<file path="src/rtl/dtmr_pkg.sv">
package dtmr_pkg;

    // Control word field positions (decoded by software, so fixed)
    localparam int CTL_SEL_LSB = 0;
    localparam int CTL_IE_BIT  = 5;
    localparam int CTL_UF_BIT  = 8;
    localparam int CTL_W       = 16;

    typedef enum logic [1:0] {
        WO_RELOAD = 2'd0,
        WO_COUNT  = 2'd1,
        WO_CTRL   = 2'd2,
        WO_CAPT   = 2'd3
    } word_off_e;

    typedef struct packed {
        logic [2:0] sel;
        logic       ie;
    } ctl_t;

    typedef struct packed {
        logic ld_reload;
        logic ld_count;
        logic ld_ctl;
    } wr_strobe_t;

    function automatic ctl_t ctl_from_word(input logic [CTL_W-1:0] w);
        ctl_t c;
        c.sel = w[CTL_SEL_LSB +: 3];
        c.ie  = w[CTL_IE_BIT];
        return c;
    endfunction

    function automatic logic [CTL_W-1:0] ctl_to_word(input ctl_t c, input logic flag);
        logic [CTL_W-1:0] w;
        w = '0;
        w[CTL_SEL_LSB +: 3] = c.sel;
        w[CTL_IE_BIT]       = c.ie;
        w[CTL_UF_BIT]       = flag;
        return w;
    endfunction

endpackage

</file>
<file path="src/rtl/dtmr_regif.sv">
module dtmr_regif
    import dtmr_pkg::*;
#(
    parameter int ADDR_W = 4,
    parameter int DATA_W = 32
) (
    input  logic              bus_wr,
    input  logic [ADDR_W-1:0] bus_addr,
    input  logic [DATA_W-1:0] reload_q,
    input  logic [DATA_W-1:0] count_q,
    input  logic [CTL_W-1:0]  ctl_word,
    output wr_strobe_t        strobe,
    output logic [DATA_W-1:0] rdata
);
    logic      hit;
    word_off_e word;

    assign hit  = (bus_addr[1:0] == 2'b00) && ((bus_addr >> 4) == '0);
    assign word = word_off_e'(bus_addr[3:2]);

    always_comb begin
        strobe = '0;
        if (bus_wr && hit) begin
            case (word)
                WO_RELOAD: strobe.ld_reload = 1'b1;
                WO_COUNT:  strobe.ld_count  = 1'b1;
                WO_CTRL:   strobe.ld_ctl    = 1'b1;
                default:   ;
            endcase
        end
    end

    always_comb begin
        rdata = '0;
        if (hit) begin
            case (word)
                WO_RELOAD: rdata = reload_q;
                WO_COUNT:  rdata = count_q;
                WO_CTRL:   rdata = DATA_W'(ctl_word);
                default:   rdata = '0;
            endcase
        end
    end
endmodule

</file>
<file path="src/rtl/dtmr_ctrl.sv">
module dtmr_ctrl
    import dtmr_pkg::*;
(
    input  logic clk,
    input  logic rst,
    input  logic ld_ctl,
    input  ctl_t wr_fields,
    input  logic wr_uf,
    input  logic uf_evt,
    output ctl_t ctl_q,
    output logic flag_q,
    output logic sel_chg,
    output logic irq_o
);
    assign sel_chg = ld_ctl && (wr_fields.sel != ctl_q.sel);

    always_ff @(posedge clk) begin
        if (rst) begin
            ctl_q <= '0;
        end else if (ld_ctl) begin
            ctl_q <= wr_fields;
        end
    end

    // A fresh underflow outranks a same-cycle clear so no event is lost.
    always_ff @(posedge clk) begin
        if (rst) begin
            flag_q <= 1'b0;
        end else if (uf_evt) begin
            flag_q <= 1'b1;
        end else if (ld_ctl && !wr_uf) begin
            flag_q <= 1'b0;
        end
    end

    assign irq_o = flag_q & ctl_q.ie;
endmodule

</file>
<file path="src/rtl/dtmr_prescaler.sv">
module dtmr_prescaler #(
    parameter int PS_STAGES = 5
) (
    input  logic       clk,
    input  logic       rst,
    input  logic       start_i,
    input  logic [2:0] sel,
    input  logic       sel_chg,
    output logic       tick
);
    localparam int PW = 2 * PS_STAGES;

    logic [PW-1:0] pre_q;
    logic [PW-1:0] mask;
    logic          sel_ok;

    assign sel_ok = int'(sel) < PS_STAGES;

    // Ratio 4^(sel+1): one pair of mask bits per stage
    always_comb begin
        mask = '0;
        for (int i = 0; i < PS_STAGES; i++) begin
            mask[2*i +: 2] = (int'(sel) >= i) ? 2'b11 : 2'b00;
        end
    end

    always_ff @(posedge clk) begin
        if (rst || !start_i || sel_chg) begin
            pre_q <= '0;
        end else begin
            pre_q <= pre_q + 1'b1;
        end
    end

    assign tick = start_i && sel_ok && ((pre_q & mask) == mask);
endmodule

</file>
<file path="src/rtl/dtmr_counter.sv">
module dtmr_counter #(
    parameter int DATA_W = 32
) (
    input  logic              clk,
    input  logic              rst,
    input  logic              ld_reload,
    input  logic              ld_count,
    input  logic [DATA_W-1:0] wdata,
    input  logic              tick,
    output logic [DATA_W-1:0] reload_q,
    output logic [DATA_W-1:0] count_q,
    output logic              uf_evt
);
    logic at_zero;

    assign at_zero = (count_q == '0);
    assign uf_evt  = tick && !ld_count && at_zero;

    always_ff @(posedge clk) begin
        if (rst) begin
            reload_q <= '1;
        end else if (ld_reload) begin
            reload_q <= wdata;
        end
    end

    always_ff @(posedge clk) begin
        if (rst) begin
            count_q <= '1;
        end else if (ld_count) begin
            count_q <= wdata;
        end else if (tick) begin
            count_q <= at_zero ? reload_q : count_q - 1'b1;
        end
    end
endmodule

</file>
<file path="src/rtl/dtmr_channel.sv">
module dtmr_channel
    import dtmr_pkg::*;
#(
    parameter int ADDR_W    = 4,
    parameter int DATA_W    = 32,
    parameter int PS_STAGES = 5
) (
    input  logic              clk,
    input  logic              rst,
    input  logic              start_i,
    input  logic              bus_wr,
    input  logic [ADDR_W-1:0] bus_addr,
    input  logic [DATA_W-1:0] bus_wdata,
    output logic [DATA_W-1:0] bus_rdata,
    output logic              irq_o
);
    wr_strobe_t        strobe;
    ctl_t              ctl_q;
    ctl_t              wr_fields;
    logic              flag_q;
    logic              sel_chg;
    logic              ps_tick;
    logic              uf_evt;
    logic [DATA_W-1:0] reload_q;
    logic [DATA_W-1:0] count_q;
    logic [CTL_W-1:0]  ctl_word;

    assign wr_fields = ctl_from_word(bus_wdata[CTL_W-1:0]);
    assign ctl_word  = ctl_to_word(ctl_q, flag_q);

    dtmr_regif #(.ADDR_W(ADDR_W), .DATA_W(DATA_W)) u_regif (
        .bus_wr   (bus_wr),
        .bus_addr (bus_addr),
        .reload_q (reload_q),
        .count_q  (count_q),
        .ctl_word (ctl_word),
        .strobe   (strobe),
        .rdata    (bus_rdata)
    );

    dtmr_ctrl u_ctrl (
        .clk       (clk),
        .rst       (rst),
        .ld_ctl    (strobe.ld_ctl),
        .wr_fields (wr_fields),
        .wr_uf     (bus_wdata[CTL_UF_BIT]),
        .uf_evt    (uf_evt),
        .ctl_q     (ctl_q),
        .flag_q    (flag_q),
        .sel_chg   (sel_chg),
        .irq_o     (irq_o)
    );

    dtmr_prescaler #(.PS_STAGES(PS_STAGES)) u_pre (
        .clk     (clk),
        .rst     (rst),
        .start_i (start_i),
        .sel     (ctl_q.sel),
        .sel_chg (sel_chg),
        .tick    (ps_tick)
    );

    dtmr_counter #(.DATA_W(DATA_W)) u_cnt (
        .clk       (clk),
        .rst       (rst),
        .ld_reload (strobe.ld_reload),
        .ld_count  (strobe.ld_count),
        .wdata     (bus_wdata),
        .tick      (ps_tick),
        .reload_q  (reload_q),
        .count_q   (count_q),
        .uf_evt    (uf_evt)
    );
endmodule

</file>
<file path="config.mk">
export PLATFORM = sky130hd
export DESIGN_NAME = dtmr_channel
export DESIGN_NICKNAME = d
export VERILOG_FILES = /design/src/rtl/dtmr_pkg.sv /design/src/rtl/dtmr_regif.sv /design/src/rtl/dtmr_ctrl.sv /design/src/rtl/dtmr_prescaler.sv /design/src/rtl/dtmr_counter.sv /design/src/rtl/dtmr_channel.sv
export SDC_FILE = /design/constraint.sdc
export NUM_CORES = 1
export LEC_CHECK = 0
export ABC_AREA = 0
export ABC_CLOCK_PERIOD_IN_PS = 4700
export CAP_MARGIN = 20
export CORE_ASPECT_RATIO = 0.8
export CORE_MARGIN = 4
export CORE_UTILIZATION = 59
export DETAILED_ROUTE_END_ITERATION = 6
export HOLD_SLACK_MARGIN = 0.08
export PLACE_DENSITY = 0.86
export SYNTH_ARGS = -nofsm -noshare
export SYNTH_HDL_FRONTEND = slang
export SYNTH_HIERARCHICAL = 1
export SYNTH_SLANG_ARGS = --single-unit
</file>
<file path="constraint.sdc">
create_clock -name clk -period 4.7 [get_ports clk]
set_clock_uncertainty 0.15 [all_clocks]
set_input_delay 1.41 -clock clk [delete_from_list [all_inputs] [get_ports clk]]
set_output_delay 1.41 -clock clk [all_outputs]
set_load 0.1 [all_outputs]
</file>
==> results.md, run 1 <==
- The run finished with clean final reports.
- For this run, the post-layout net count is a little under 700.
- The die span in x is about 110 µm.
- The congestion estimate from routability-driven global placement came to 0.876.
- Measured along the y axis, the die boundary spans ~90 µm.
- The worst pin sits at a relative slew slack of a little over a third.
- The count of buffers added by post-CTS timing repair for setup is 0.
- In this run, distinct cell masters in the synthesized netlist total 52.
- Setup violations remaining at the end of the flow were counted as 0.
- After the first detailed-routing iteration, the DRC count stood at between 400 and 500.
- Setup repair after global routing left no endpoint under its margin.
- Synthesis produced a netlist whose cell count is roughly 590.
- The number of synthesized register bits is 79.
- After detailed routing, the number of remaining DRC violations is 0.
- The hold slack is ~0.35 ns.
- The initial utilization of the core area, before any placement, comes to between 60% and 70%.
- The initial antenna violation count is 0.
- The filler-free cell count of the finished design is between 700 and 800.
- The number of instances resized during post-cts repair is 0.
- The die covers about 10000 µm².
- The detailed router placed between 4000 and 5000 vias in this run.
- Of the cells placed in the final design, the portion with a size suffix greater than 1 is approximately 17%.
- Along the worst path, the maximum fanout reaches 12.
- The total of warnings raised by yosys is 6.
- The tightest min-delay check is of the reg2reg type.
- Derived from the worst setup path, the maximum achievable clock frequency is 0.225 GHz.
- For the worst-skew pair, the clock arrives at the later sink with an insertion delay of 0.36 ns.
- Counting flops with a built-in enable in the synthesized netlist gives 0.
- The growth of design area from synthesis to finish is 29.2%.
- After filler insertion, the fill cell instance count of the layout stands at approximately 570.
- The worst setup path is of the in2out kind.
- The register area is 1580 µm².
- The maximum number of pins on one net before global-route repair is between 60 and 70.
- Once detailed placement completed, the half-perimeter wirelength came to about 9500 µm.
- The number of clock sinks seen by CTS is around 80.
- The async set or reset register ratio after synthesis is 0%.
- The startpoint type of the worst setup path is an input pin.
- The worst voltage drop across the vdd grid is around 220 µV.
- In this run the mean area of a mapped cell was roughly 8.4 µm².
- The area share of the largest cell type after synthesis is 31.8%.
- Across the run, the number of max-cap violations was 0.
- The first global-routing pass estimated about 24000 µm of wire.
- The maximum number of buffers from clock root to sink is 2.
- For the pin with the worst max-slew slack, the measured transition is 0.971 ns.
- The cell sitting at the root of the clock tree is a sky130_fd_sc_hd__clkbuf_8.
- The total area of multi-input combinational cells is around 3300 µm².
- The primary flip-flop cell chosen by synthesis mapping is sky130_fd_sc_hd__dfxtp_1.
- TritonCTS built the clock tree.
- The final-report hold violation count is 0.
- The clock input transition at the sequential cells of the worst setup and hold paths is approximately 0.090 ns.
- The required time at the worst-slack endpoint is 3.14 ns.
- The count of hold buffers inserted by post-cts repair is 0.
- The synthesized design spends more area on one cell type than any other, namely sky130_fd_sc_hd__dfxtp_1.
- Port buffering added 72 buffers.
- The final critical-path share of the clock period is between 90% and 100%.
- 0 antenna diodes ended up in the layout.
- For this design the static power due to leakage is ~2.3 nW.
- In the final routed layout, each cell accounts on average for around 19 µm.
- The count of antenna-violating nets left after detailed routing is 0.
- The design draws 1.59 mW.
- 73 I/O pins were placed.
- The floorplan step defined a core boundary enclosing a little over 8000 µm².
- STA classifies the critical path endpoint as an output port.
- The post-synthesis sequential area ratio is roughly a third.
- Across every metal layer, demand over resource in global routing totals between 20 and 30%.
- The H-tree was split into 3 levels.
- At the worst endpoint, the arrival time is 2.89 ns.
- The total overflow left after global routing is 0.
- Row generation in the floorplan step produced 29 rows.
- The total power divided by cell area is between 200 and 250 nW/µm².
- The area of the mapped netlist is just under 5000 µm².
- Yosys attributes the largest share of cell area to sky130_fd_sc_hd__dfxtp_1, sky130_fd_sc_hd__a211oi_1, sky130_fd_sc_hd__a211o_1.
- The number of cells in the design after placement is 740.
- The via count normalized by instance count is 6.46.
- Setup slack on the worst reg-to-reg path comes out at roughly 1.7 ns.
- The final max-slew violation count is 0.
- The number of optimization iterations in the first detailed-route pass is 5.
- The routed design has 14200 µm of wire.
- The utilization after layout is around four fifths.
- The routed design could run at a clock period as short as ~4.4 ns.
- The via count of the first global-routing pass was slightly below 5000.
- In this run, CTS created clock tree buffers numbering 9.
## Yosys cell counts, types with 18 or more instances
master	count
sky130_fd_sc_hd__dfxtp_1	79
sky130_fd_sc_hd__nor2b_1	48
sky130_fd_sc_hd__a211oi_1	43
sky130_fd_sc_hd__nor2_1	39
sky130_fd_sc_hd__a211o_1	35
sky130_fd_sc_hd__clkbuf_1	35
sky130_fd_sc_hd__mux2i_1	30
sky130_fd_sc_hd__a21oi_1	28
sky130_fd_sc_hd__nand2_1	28
sky130_fd_sc_hd__o21ai_0	23
sky130_fd_sc_hd__nand2b_1	19
sky130_fd_sc_hd__a221o_1	18
## cell families (layout without fill, tap and decap cells)
| group | after synthesis | count (layout) | share of synthesized area [%] |
|---|---|---|---|
| AND/OR/NAND/NOR | 212 | 212 | 24.6 |
| AO/OA/AOI/OAI | 174 | 174 | 25.4 |
| flip-flops | 79 | 79 | 31.8 |
| buffers and inverters | 60 | 107 | 5.67 |
| XOR/XNOR | 32 | 32 | 5.64 |
| multiplexers | 30 | 30 | 6.04 |
| adder cells (fa/ha/maj) | 3 | 3 | 0.756 |
| other | 1 | 11 | 0.0755 |
## state kept, by name (all words and copies together), names as in the netlist
| signal | flops |
|---|---|
| u_cnt/count_q | 32 |
| u_cnt/reload_q | 32 |
| u_pre/pre_q | 10 |
| u_ctrl/ctl_q | 4 |
| u_ctrl/flag_q | 1 |
## layer usage
metal	share of wire (%)	up-vias	track usage (%)
li1	-	2261	-
met1	42	2346	36.4
met2	49	243	46.7
met3	7.4	37	5.84
met4	2.2	0	11.5
met5	0	-	0
## final cells by class
class / instances / share of cell area, %
Clock buffer: 10 / 1.99
Clock inverter: 6 / 1.44
Inverter: 6 / 0.351
Multi-Input combinational cell: 462 / 51.7
Sequential cell: 79 / 24.6
Tap cell: 108 / 2.11
Timing Repair Buffer: 85 / 17.7
## through the flow
step           setup slack [ns]  instance area (µm²)  TNS, ns
6_report                  0.254                 6420        0
4_1_cts                   0.129                 6420        0
5_1_grt                   0.168                 6420        0
3_5_place_dp              0.130                 6200        0
2_1_floorplan            -0.885                 5170    -3.85
3_3_place_gp              0.237                 6200        0
## worst paths after layout
| kind | start | to | cells after the start |
|---|---|---|---|
| worst max-delay path | bus_addr[1] | bus_rdata[9] | 5 |
| worst min register to register | u_cnt/reload_q[15]$_SDFFE_PP1P_ | u_cnt/count_q[15]$_SDFFE_PP1P_ | 1 |
| worst max register to register | u_cnt/count_q[8]$_SDFFE_PP1P_ | u_cnt/count_q[3]$_SDFFE_PP1P_ | 5 |
| worst min-delay path | u_cnt/reload_q[15]$_SDFFE_PP1P_ | u_cnt/count_q[15]$_SDFFE_PP1P_ | 1 |
## layout by cell type (no fill, tap or decap), types with 23 or more instances in the layout
cell type,instances
sky130_fd_sc_hd__buf_12,33
sky130_fd_sc_hd__a21oi_1,28
sky130_fd_sc_hd__a211o_1,35
sky130_fd_sc_hd__o21ai_0,23
sky130_fd_sc_hd__nor2b_1,48
sky130_fd_sc_hd__nand2_1,28
sky130_fd_sc_hd__dfxtp_1,79
sky130_fd_sc_hd__clkdlybuf4s50_1,37
sky130_fd_sc_hd__mux2i_1,30
sky130_fd_sc_hd__nor2_1,23
sky130_fd_sc_hd__a211oi_1,31
## power breakdown
group          switching, mW  internal, mW
Sequential            0.0188         0.684
Combinational          0.192         0.125
Clock                  0.269         0.303
## worst max-delay path, stage by stage
cell and delay (ns):
sky130_fd_sc_hd__clkdlybuf4s50_1 0.43, sky130_fd_sc_hd__or2_1 0.30, sky130_fd_sc_hd__buf_4 0.25, sky130_fd_sc_hd__a211oi_4 0.27
sky130_fd_sc_hd__buf_12 0.21
(Power assumes the default switching activity.)
==> run 2: changes to the inputs <==
Settings changed: ABC_CLOCK_PERIOD_IN_PS 4700 to 3900, CORE_UTILIZATION 59 to 49, PLACE_DENSITY 0.86 to 0.77, SYNTH_HIERARCHICAL 1 to unset.
Clock period 4.7 ns to 3.9 ns, I/O delays scaled along.
==> run 2 against run 1 <==
Effect of this change:
- combinational power is 17% higher
- area after synthesis is 6.1% lower
- largest power group is now the clock network
- sequential power is 21% higher
- critical path type unchanged
- hold slack worse by 0.0053 ns
- count of clock-buffer cells in the layout stayed put
- critical endpoint is now bus_rdata[31]
==> results.md, run 2 <==
- The total routing resource utilization after global routing is 24.6% (was 28.4%).
- The initial cell density of the core is 50.9% (was 61.7%).
- By instance count, the cell type seen most on the critical path is sky130_fd_sc_hd__buf_12.
- The gate family responsible for the most delay along the worst path was buffers and inverters (unchanged).
- Most numerous cell types in the synthesized netlist: sky130_fd_sc_hd__dfxtp_1, sky130_fd_sc_hd__nor2_1, sky130_fd_sc_hd__mux2i_1, sky130_fd_sc_hd__clkbuf_1, sky130_fd_sc_hd__nor2b_1 (was sky130_fd_sc_hd__dfxtp_1, sky130_fd_sc_hd__nor2b_1, sky130_fd_sc_hd__a211oi_1, sky130_fd_sc_hd__nor2_1).
- The number of placed I/O pins was 73 (unchanged).
- The detailed-route DRC error count came to 0 (unchanged).
- The required time at the worst-slack endpoint was 2.58 ns (was 3.14 ns).
- The final max-slew violation count was 0 (unchanged).
- The clock latency reported for the late side of the worst-skew pair is 0.34 ns (was 0.36 ns).
- The wire length per cell was 18.5 µm (was 18.8 µm).
- After layout, the worst path uses between 90% and 100% of the clock period.
- The via count is 4496 (was 4887).
- Critical path cell sequence: buf_2, buf_12, mux2i_1, nor2_4, buf_12 (was clkdlybuf4s50_1, or2_1, buf_4, a211oi_4, buf_12).
- The largest stage delay on the critical path came to 0.42 ns (was 0.43 ns).
- The shortest clock period the worst path allows after layout is ~3.7 ns.
- Counting every net in the synthesized netlist gives about 600.
- The sum of buffers and inverters on the critical path came to 3 (unchanged).
- The number of optimization iterations in the first detailed-route pass is 5 (unchanged).
- The vertical die dimension came to 95.3 µm (was 90.1 µm).
- The cell area after layout came to 6540 µm² (was 6420 µm²).
- The total congestion overflow after global routing is 0 (unchanged).
- The post-synthesis sequential area ratio came to 33.9% (was 31.8%).
- The count of antenna-violating nets left after detailed routing is 0 (unchanged).
- The maximum fanout count along the critical path is 27 (was 12).
- The library cell occupying the most area in the post-synthesis netlist is sky130_fd_sc_hd__dfxtp_1 (unchanged).
- The worst voltage drop across the vdd grid came to 306 µV (was 221 µV).
- The startpoint-to-endpoint class of the critical path was in2out (unchanged).
- The CTS tree is done (unchanged).
- The max-cap check violation count is 0 (unchanged).
- The final weighted congestion in routability-driven placement was 0.813 (was 0.876).
- The half-perimeter wire length after detailed placement is 8590 µm (was 9460 µm).
- The number of buffers inserted during clock tree synthesis is 9 (unchanged).
- The total power came to 2.20 mW (was 1.59 mW).
- The post-synthesis area per instance is 8.57 µm² (was 8.41 µm²).
- The buffer cell driving the clock tree root is sky130_fd_sc_hd__clkbuf_16 (was sky130_fd_sc_hd__clkbuf_8).
- The total of warnings raised by yosys came to 0 (was 6).
- The final-report hold violation count was 0 (unchanged).
- The number of diodes is 0 (unchanged).
- The transition time of the tightest slew-check pin came to 0.901 ns (was 0.971 ns).
- Top library cells by usage in the layout, fill and taps aside: sky130_fd_sc_hd__dfxtp_1, sky130_fd_sc_hd__mux2i_1, sky130_fd_sc_hd__nor2_1, sky130_fd_sc_hd__buf_12, sky130_fd_sc_hd__clkdlybuf4s50_1 (was sky130_fd_sc_hd__dfxtp_1, sky130_fd_sc_hd__nor2b_1, sky130_fd_sc_hd__clkdlybuf4s50_1, sky130_fd_sc_hd__a211o_1, sky130_fd_sc_hd__buf_12).
- The path class of the lowest-slack min-delay path is reg2reg (unchanged).
- The number of port buffers is 72 (unchanged).
- The path depth of the worst reg2reg path came to 8 (was 5).
- The arrival time reported for the critical path endpoint is 2.36 ns (was 2.89 ns).
- The most common cell after layout, fill and taps aside is sky130_fd_sc_hd__dfxtp_1 (unchanged).
- The hold slack was 0.346 ns (was 0.351 ns).
- The via count of the first global-routing pass is 4425 (was 4924).
- The floorplan row count is 31 (was 29).
- Run status: finished clean (unchanged).
- The clock input transition at the sequential cells of the worst setup and hold paths is 0.06 ns (was 0.09 ns).
- The die span in x is 117 µm (was 111 µm).
- The growth of design area from synthesis to finish was 40.2% (was 29.2%).
- The area of the mapped netlist came to 4660 µm² (was 4970 µm²).
- The total power divided by cell area is 336 nW/µm² (was 248 nW/µm²).
- The fraction of layout cells with a size suffix above 1 came to 21.1% (was 16.7%).
- The H-tree depth is 3 (unchanged).
- The number of nets at the end of the flow was 645 (was 686).
- The number of cells on the critical path is 5 (unchanged).
- The area share of the largest cell type after synthesis is 33.9% (was 31.8%).
- The hold-critical path depth came to 1 (unchanged).
- The async set or reset register ratio after synthesis is 0% (unchanged).
- The number of synthesized register bits is 79 (unchanged).
- The initial antenna violation count was 0 (unchanged).
- The top achievable clock speed is 0.272 GHz.
- The startpoint type of the worst setup path is an input pin (unchanged).
- The count of flip-flops with a built-in enable after synthesis is 0 (unchanged).
- The primary flip-flop cell chosen by synthesis mapping is sky130_fd_sc_hd__dfxtp_1 (unchanged).
- Biggest regs: u_cnt.count_q x32, u_cnt.reload_q x32, u_pre.pre_q x10 (was u_cnt/count_q x32, u_cnt/reload_q x32, u_pre/pre_q x10).
- The number of DRC markers in iteration 0 is 344 (was 404).
- The floorplan core area is 9150 µm² (was 8060 µm²).
- The area enclosed by the die boundary is 11200 µm² (was 9960 µm²).
- The count of different cell masters after synthesis came to 57 (was 52).
- The leakage power of the design is 2.43 nW (was 2.27 nW).
- The post-placement cell area is 6080 µm² (was 6200 µm²).
- The power share of the combinational group is 16.9% (was 19.9%).
- The via count normalized by instance count is 6.23 (was 6.46).
- The cell-internal power came to 1.62 mW (was 1.11 mW).
- The sort of element at the end of the critical path is an output port (unchanged).
- The net switching component of the power is 0.579 mW (was 0.480 mW).
- The number of clock sinks seen by CTS is 79 (unchanged).
- The worst slew margin relative to its limit was 39.8% (was 35.0%).
- The slowest cell on the critical path is sky130_fd_sc_hd__mux2i_1 (was sky130_fd_sc_hd__clkdlybuf4s50_1).
- Synth area leaders: sky130_fd_sc_hd__dfxtp_1, sky130_fd_sc_hd__mux2i_1, sky130_fd_sc_hd__a211o_1 (was sky130_fd_sc_hd__dfxtp_1, sky130_fd_sc_hd__a211oi_1, sky130_fd_sc_hd__a211o_1).
- The first-pass GRT wire length is 21700 µm (was 23900 µm).
- The cell with the most instances after synthesis is sky130_fd_sc_hd__dfxtp_1 (unchanged).
- The final setup TNS is 0 ns (unchanged).
- The clock network power share is 44.3% (was 35.9%).
- The maximum number of pins on one net before global-route repair was 65 (was 66).
- The total wirelength of the detailed-routed design came to 13400 µm (was 14200 µm).
- The count of hold buffers inserted by post-cts repair is 0 (unchanged).
- The maximum number of buffers from clock root to sink is 2 (unchanged).
- Unrepaired setup endpoints after global routing: false (unchanged).
- The instance count of the mapped netlist came to 544 (was 591).
- The share of total power consumed by net switching is 26.3% (was 30.1%).
- The final-report setup violation count was 0 (unchanged).
- The part of the total power dissipated in sequential elements was 38.8% (was 44.1%).
## run 2: power by group through the flow
stage	combinational, mW	sequential (mW)	clock (mW)
3_3_place_gp	0.357	0.866	0
2_1_floorplan	0.228	0.858	0
3_5_place_dp	0.362	0.868	0
6_report	0.372	0.852	0.973
5_1_grt	0.390	0.854	1.02
4_1_cts	0.368	0.851	0.984
## run 2: cells by family after synthesis
family | Yosys count | synth area share, %
xor+xnor | 32 | 6.01
mux | 48 | 10.3
flops | 79 | 33.9
buf+inv | 50 | 4.45
simple gates | 192 | 22.8
compound gates | 140 | 21.7
fa+ha+maj | 3 | 0.805
## run 2: what timing repair did
item	4_1_cts	5_1_grt
setup buffers	0	0
hold endpoints to repair	0	0
resized for setup	6	6
pin swaps	8	2
setup endpoints to repair	32	15
cloned	1	1
## run 2: metrics by stage
stage                     std cells  worst slack [ns]  utilization [%]
after floorplan                 544           -0.0223                -
after global placement          703           -0.0960             66.5
after detailed placement        703            -0.131             66.5
after CTS                       720          -0.00559             70.8
after global routing            722             0.177             71.4
final                           722             0.220             71.4
## run 2: worst paths after layout
path	from	end	slack (ns)
setup reg to reg	u_cnt.count_q[0]$_SDFFE_PP1P_	u_cnt.count_q[16]$_SDFFE_PP1P_	1.03
hold reg to reg	u_pre.pre_q[0]$_SDFF_PP0_	u_pre.pre_q[0]$_SDFF_PP0_	0.35
setup / recovery	bus_addr[2]	bus_rdata[31]	0.22
hold / removal	u_pre.pre_q[0]$_SDFF_PP0_	u_pre.pre_q[0]$_SDFF_PP0_	0.35
## run 2: cell type report
cell class / count / area [µm²]
Clock buffer: 10 / 239
Clock inverter: 6 / 108
Fill cell: 673 / 2620
Inverter: 5 / 18.8
Multi-Input combinational cell: 415 / 3170
Sequential cell: 79 / 1580
Tap cell: 115 / 144
Timing Repair Buffer: 92 / 1270
## run 2: layer usage
metal,GRT usage [%],up-vias,part of all wire (%)
li1,-,2133,-
met5,0,-,0
met3,4.57,26,6.8
met1,32.9,2174,44
met2,39.8,163,47
met4,8.50,0,1.8
==> run 3: changes to the inputs <==
--- a/config.mk
+++ b/config.mk
@@ -12,4 +12,5 @@
 export CORE_MARGIN = 4
 export CORE_UTILIZATION = 49
+export CTS_BUF_LIST = sky130_fd_sc_hd__clkbuf_16
 export DETAILED_ROUTE_END_ITERATION = 6
 export HOLD_SLACK_MARGIN = 0.08
==> constraint.sdc (replaced) <==
create_clock -name clk -period 3.9 [get_ports clk]
set_clock_uncertainty 0.15 [all_clocks]
set_input_delay 0.975 -clock clk [delete_from_list [all_inputs] [get_ports clk]]
set_output_delay 0.975 -clock clk [all_outputs]
set_load 0.1 [all_outputs]
==> run 3 against run 2 <==
Effect of this change:
- hold slack improved by 0.0074 ns
- flip-flop and latch count unchanged
- worst setup slack gained 0.023 ns
- utilization shrank 4.9 points
- critical path type unchanged
- combinational power shrank 7.3%
- total power fell by 12%
- fmax rose by 0.62%
- routed wire length down 4.3%
- final cell count down 0.83%
- die area unchanged
- via count down 0.91%
==> results.md, run 3 (synthesis gave the netlist of run 2 again) <==
- The total wirelength of the detailed-routed design is 12800 µm (was 13400 µm).
- The via count was 4455 (was 4496).
- The path depth of the worst reg2reg path is 7 (was 8).
- The cell area after layout came to 6090 µm² (was 6540 µm²).
- The number of nets at the end of the flow is 640 (was 645).
- The clock latency reported for the late side of the worst-skew pair is 0.33 ns (was 0.34 ns).
- Top library cells by usage in the layout, fill and taps aside: sky130_fd_sc_hd__dfxtp_1, sky130_fd_sc_hd__nor2_1, sky130_fd_sc_hd__mux2i_1, sky130_fd_sc_hd__clkdlybuf4s50_1 (was sky130_fd_sc_hd__dfxtp_1, sky130_fd_sc_hd__mux2i_1, sky130_fd_sc_hd__nor2_1, sky130_fd_sc_hd__buf_12, sky130_fd_sc_hd__clkdlybuf4s50_1).
- The slowest cell on the critical path was sky130_fd_sc_hd__clkdlybuf4s50_1 (was sky130_fd_sc_hd__mux2i_1).
- The final weighted congestion in routability-driven placement came to 0.843 (was 0.813).
- Unrepaired setup endpoints after global routing: false (unchanged).
- The maximum fanout count along the critical path came to 27 (unchanged).
- Run status: finished clean (unchanged).
- The fraction of layout cells with a size suffix above 1 is 14.3% (was 21.1%).
- The sort of element at the end of the critical path is an output port (unchanged).
- The count of hold buffers inserted by post-cts repair came to 0 (unchanged).
- The number of filler cells placed in the layout is 727 (was 673).
- The number of instances resized during post-cts repair is 0 (was 6).
- The arrival time reported for the critical path endpoint is 2.53 ns (was 2.36 ns).
- The number of clock sinks seen by CTS is 79 (unchanged).
- The number of buffers inserted during clock tree synthesis was 9 (unchanged).
- The final-report setup violation count was 0 (unchanged).
- The number of placed I/O pins came to 73 (unchanged).
- The top achievable clock speed is 0.273 GHz (was 0.272 GHz).
- The largest stage delay on the critical path was 0.43 ns (was 0.42 ns).
- The CTS tree is done (unchanged).
- The detailed-route DRC error count is 0 (unchanged).
- The required time at the worst-slack endpoint is 2.77 ns (was 2.58 ns).
- The vertical die dimension is 95.3 µm (unchanged).
- The first-pass GRT wire length came to 21300 µm (was 21700 µm).
- The floorplan core area is 9150 µm² (unchanged).
- The utilization after layout is 66.6% (was 71.4%).
- The path class of the lowest-slack min-delay path is reg2reg (unchanged).
- The startpoint-to-endpoint class of the critical path was in2out (unchanged).
- The total routing resource utilization after global routing is 23.8% (was 24.6%).
- The hold-critical path depth is 1 (unchanged).
- The total congestion overflow after global routing is 0 (unchanged).
- The register area was 1580 µm² (unchanged).
- Critical path cell sequence: clkdlybuf4s50_1, or3_1, buf_4, nor2_1, buf_12 (was buf_2, buf_12, mux2i_1, nor2_4, buf_12).
- The maximum number of buffers from clock root to sink is 2 (unchanged).
- The post-placement setup slack is 0.214 ns (was -0.131 ns).
- The gate family responsible for the most delay along the worst path is buffers and inverters (unchanged).
- The count of buffers added by post-CTS timing repair for setup was 0 (unchanged).
- The critical register-to-register path startpoint is u_cnt.count_q[0]$_SDFFE_PP1P_ (unchanged).
- The leakage power of the design is 2.25 nW (was 2.43 nW).
- The final critical-path share of the clock period is 93.8% (was 94.3%).
- The transition time of the tightest slew-check pin is 1.07 ns (was 0.901 ns).
- The die span in x is 117 µm (unchanged).
- The wire length per cell is 17.8 µm (was 18.5 µm).
- The count of antenna-violating nets left after detailed routing is 0 (unchanged).
- Biggest regs: u_cnt.count_q x32, u_cnt.reload_q x32, u_pre.pre_q x10 (unchanged).
- The shortest clock period the worst path allows after layout is 3.66 ns (was 3.68 ns).
- The number of optimization iterations in the first detailed-route pass was 5 (unchanged).
- The startpoint type of the worst setup path is an input pin (unchanged).
- The start point of the worst min-delay path is u_pre.pre_q[0]$_SDFF_PP0_ (unchanged).
- The via count of the first global-routing pass came to 4366 (was 4425).
- The worst voltage drop across the vdd grid is 175 µV (was 306 µV).
- The worst reg2reg path endpoint is u_cnt.count_q[31]$_SDFFE_PP1P_ (was u_cnt.count_q[16]$_SDFFE_PP1P_).
- The total power divided by cell area is 317 nW/µm² (was 336 nW/µm²).
- The half-perimeter wire length after detailed placement is 8650 µm (was 8590 µm).
- The maximum number of pins on one net before global-route repair is 65 (unchanged).
- The total area of multi-input combinational cells is 2940 µm² (was 3170 µm²).
- The buffer cell driving the clock tree root is sky130_fd_sc_hd__clkbuf_16 (unchanged).
- The post-placement cell area is 5830 µm² (was 6080 µm²).
- The sum of buffers and inverters on the critical path was 3 (unchanged).
- The final max-slew violation count is 0 (unchanged).
- The worst slew margin relative to its limit is 28.8% (was 39.8%).
- The H-tree depth came to 3 (unchanged).
- The hold-critical path endpoint is u_pre.pre_q[0]$_SDFF_PP0_ (unchanged).
- The final worst setup slack was 0.243 ns (was 0.220 ns).
- The final-report hold violation count is 0 (unchanged).
- The max-cap check violation count is 0 (unchanged).
- The growth of design area from synthesis to finish was 30.6% (was 40.2%).
- The floorplan row count came to 31 (unchanged).
- The via count normalized by instance count is 6.22 (was 6.23).
- The number of cells on the critical path is 5 (unchanged).
- The number of DRC markers in iteration 0 is 380 (was 344).
- The most common cell after layout, fill and taps aside is sky130_fd_sc_hd__dfxtp_1 (unchanged).
- The setup slack of the most critical reg-to-reg path came to 1.02 ns (was 1.03 ns).
- The number of port buffers was 72 (unchanged).
- The initial cell density of the core is 50.9% (unchanged).
- The area enclosed by the die boundary is 11200 µm² (unchanged).
- The clock input transition at the sequential cells of the worst setup and hold paths came to 0.05 ns (was 0.06 ns).
- The number of diodes is 0 (unchanged).
- The initial antenna violation count was 0 (unchanged).
run 3: layout make-up:
| class | instances | area share [%] |
|---|---|---|
| clock buffer | 9 | 3.70 |
| timing repair buffer | 87 | 19.0 |
| tap | 115 | 2.36 |
| inverter | 5 | 0.308 |
| clock inverter | 6 | 0.472 |
| sequential | 79 | 26.0 |
| multi-input combinational | 415 | 48.2 |
run 3: how the worst max path moves through the flow:
stage / from / end / slack [ns]
final: bus_addr[3] / bus_rdata[19] / 0.24
after global routing: bus_addr[3] / bus_rdata[2] / 0.18
after floorplan: bus_addr[3] / bus_rdata[11] / -0.41
after global placement: bus_addr[3] / bus_rdata[12] / 0.30
after CTS: bus_addr[3] / bus_rdata[19] / 0.24
after detailed placement: bus_addr[3] / u_cnt.count_q[14]$_SDFFE_PP1P_ / 0.21
run 3: power by group:
part / leakage (nW) / switching [mW] / internal (mW)
clock network: 0.124 / 0.319 / 0.418
registers: 0.642 / 0.0260 / 0.826
logic: 1.49 / 0.206 / 0.139
total: 2.25 / 0.550 / 1.38
run 3: metal layers:
| layer | GRT usage [%] | vias up | wire length, µm |
|---|---|---|---|
| li1 | - | 2109 | - |
| met1 | 32.8 | 2168 | 5760 |
| met2 | 37.3 | 159 | 5990 |
| met3 | 4.57 | 19 | 785 |
| met4 | 8.60 | 0 | 231 |
| met5 | 0 | - | 0 |
run 3: stage by stage:
| stage | setup TNS, ns | cells | power (mW) | hold slack [ns] |
|---|---|---|---|---|
| final | 0 | 716 | 1.93 | 0.353 |
| after global routing | 0 | 716 | 2.00 | 0.384 |
| after CTS | 0 | 715 | 1.94 | 0.358 |
| after detailed placement | 0 | 700 | 1.21 | 0.346 |
| after global placement | 0 | 700 | 1.20 | 0.304 |
| after floorplan | -9.81 | 544 | 1.06 | 0.288 |
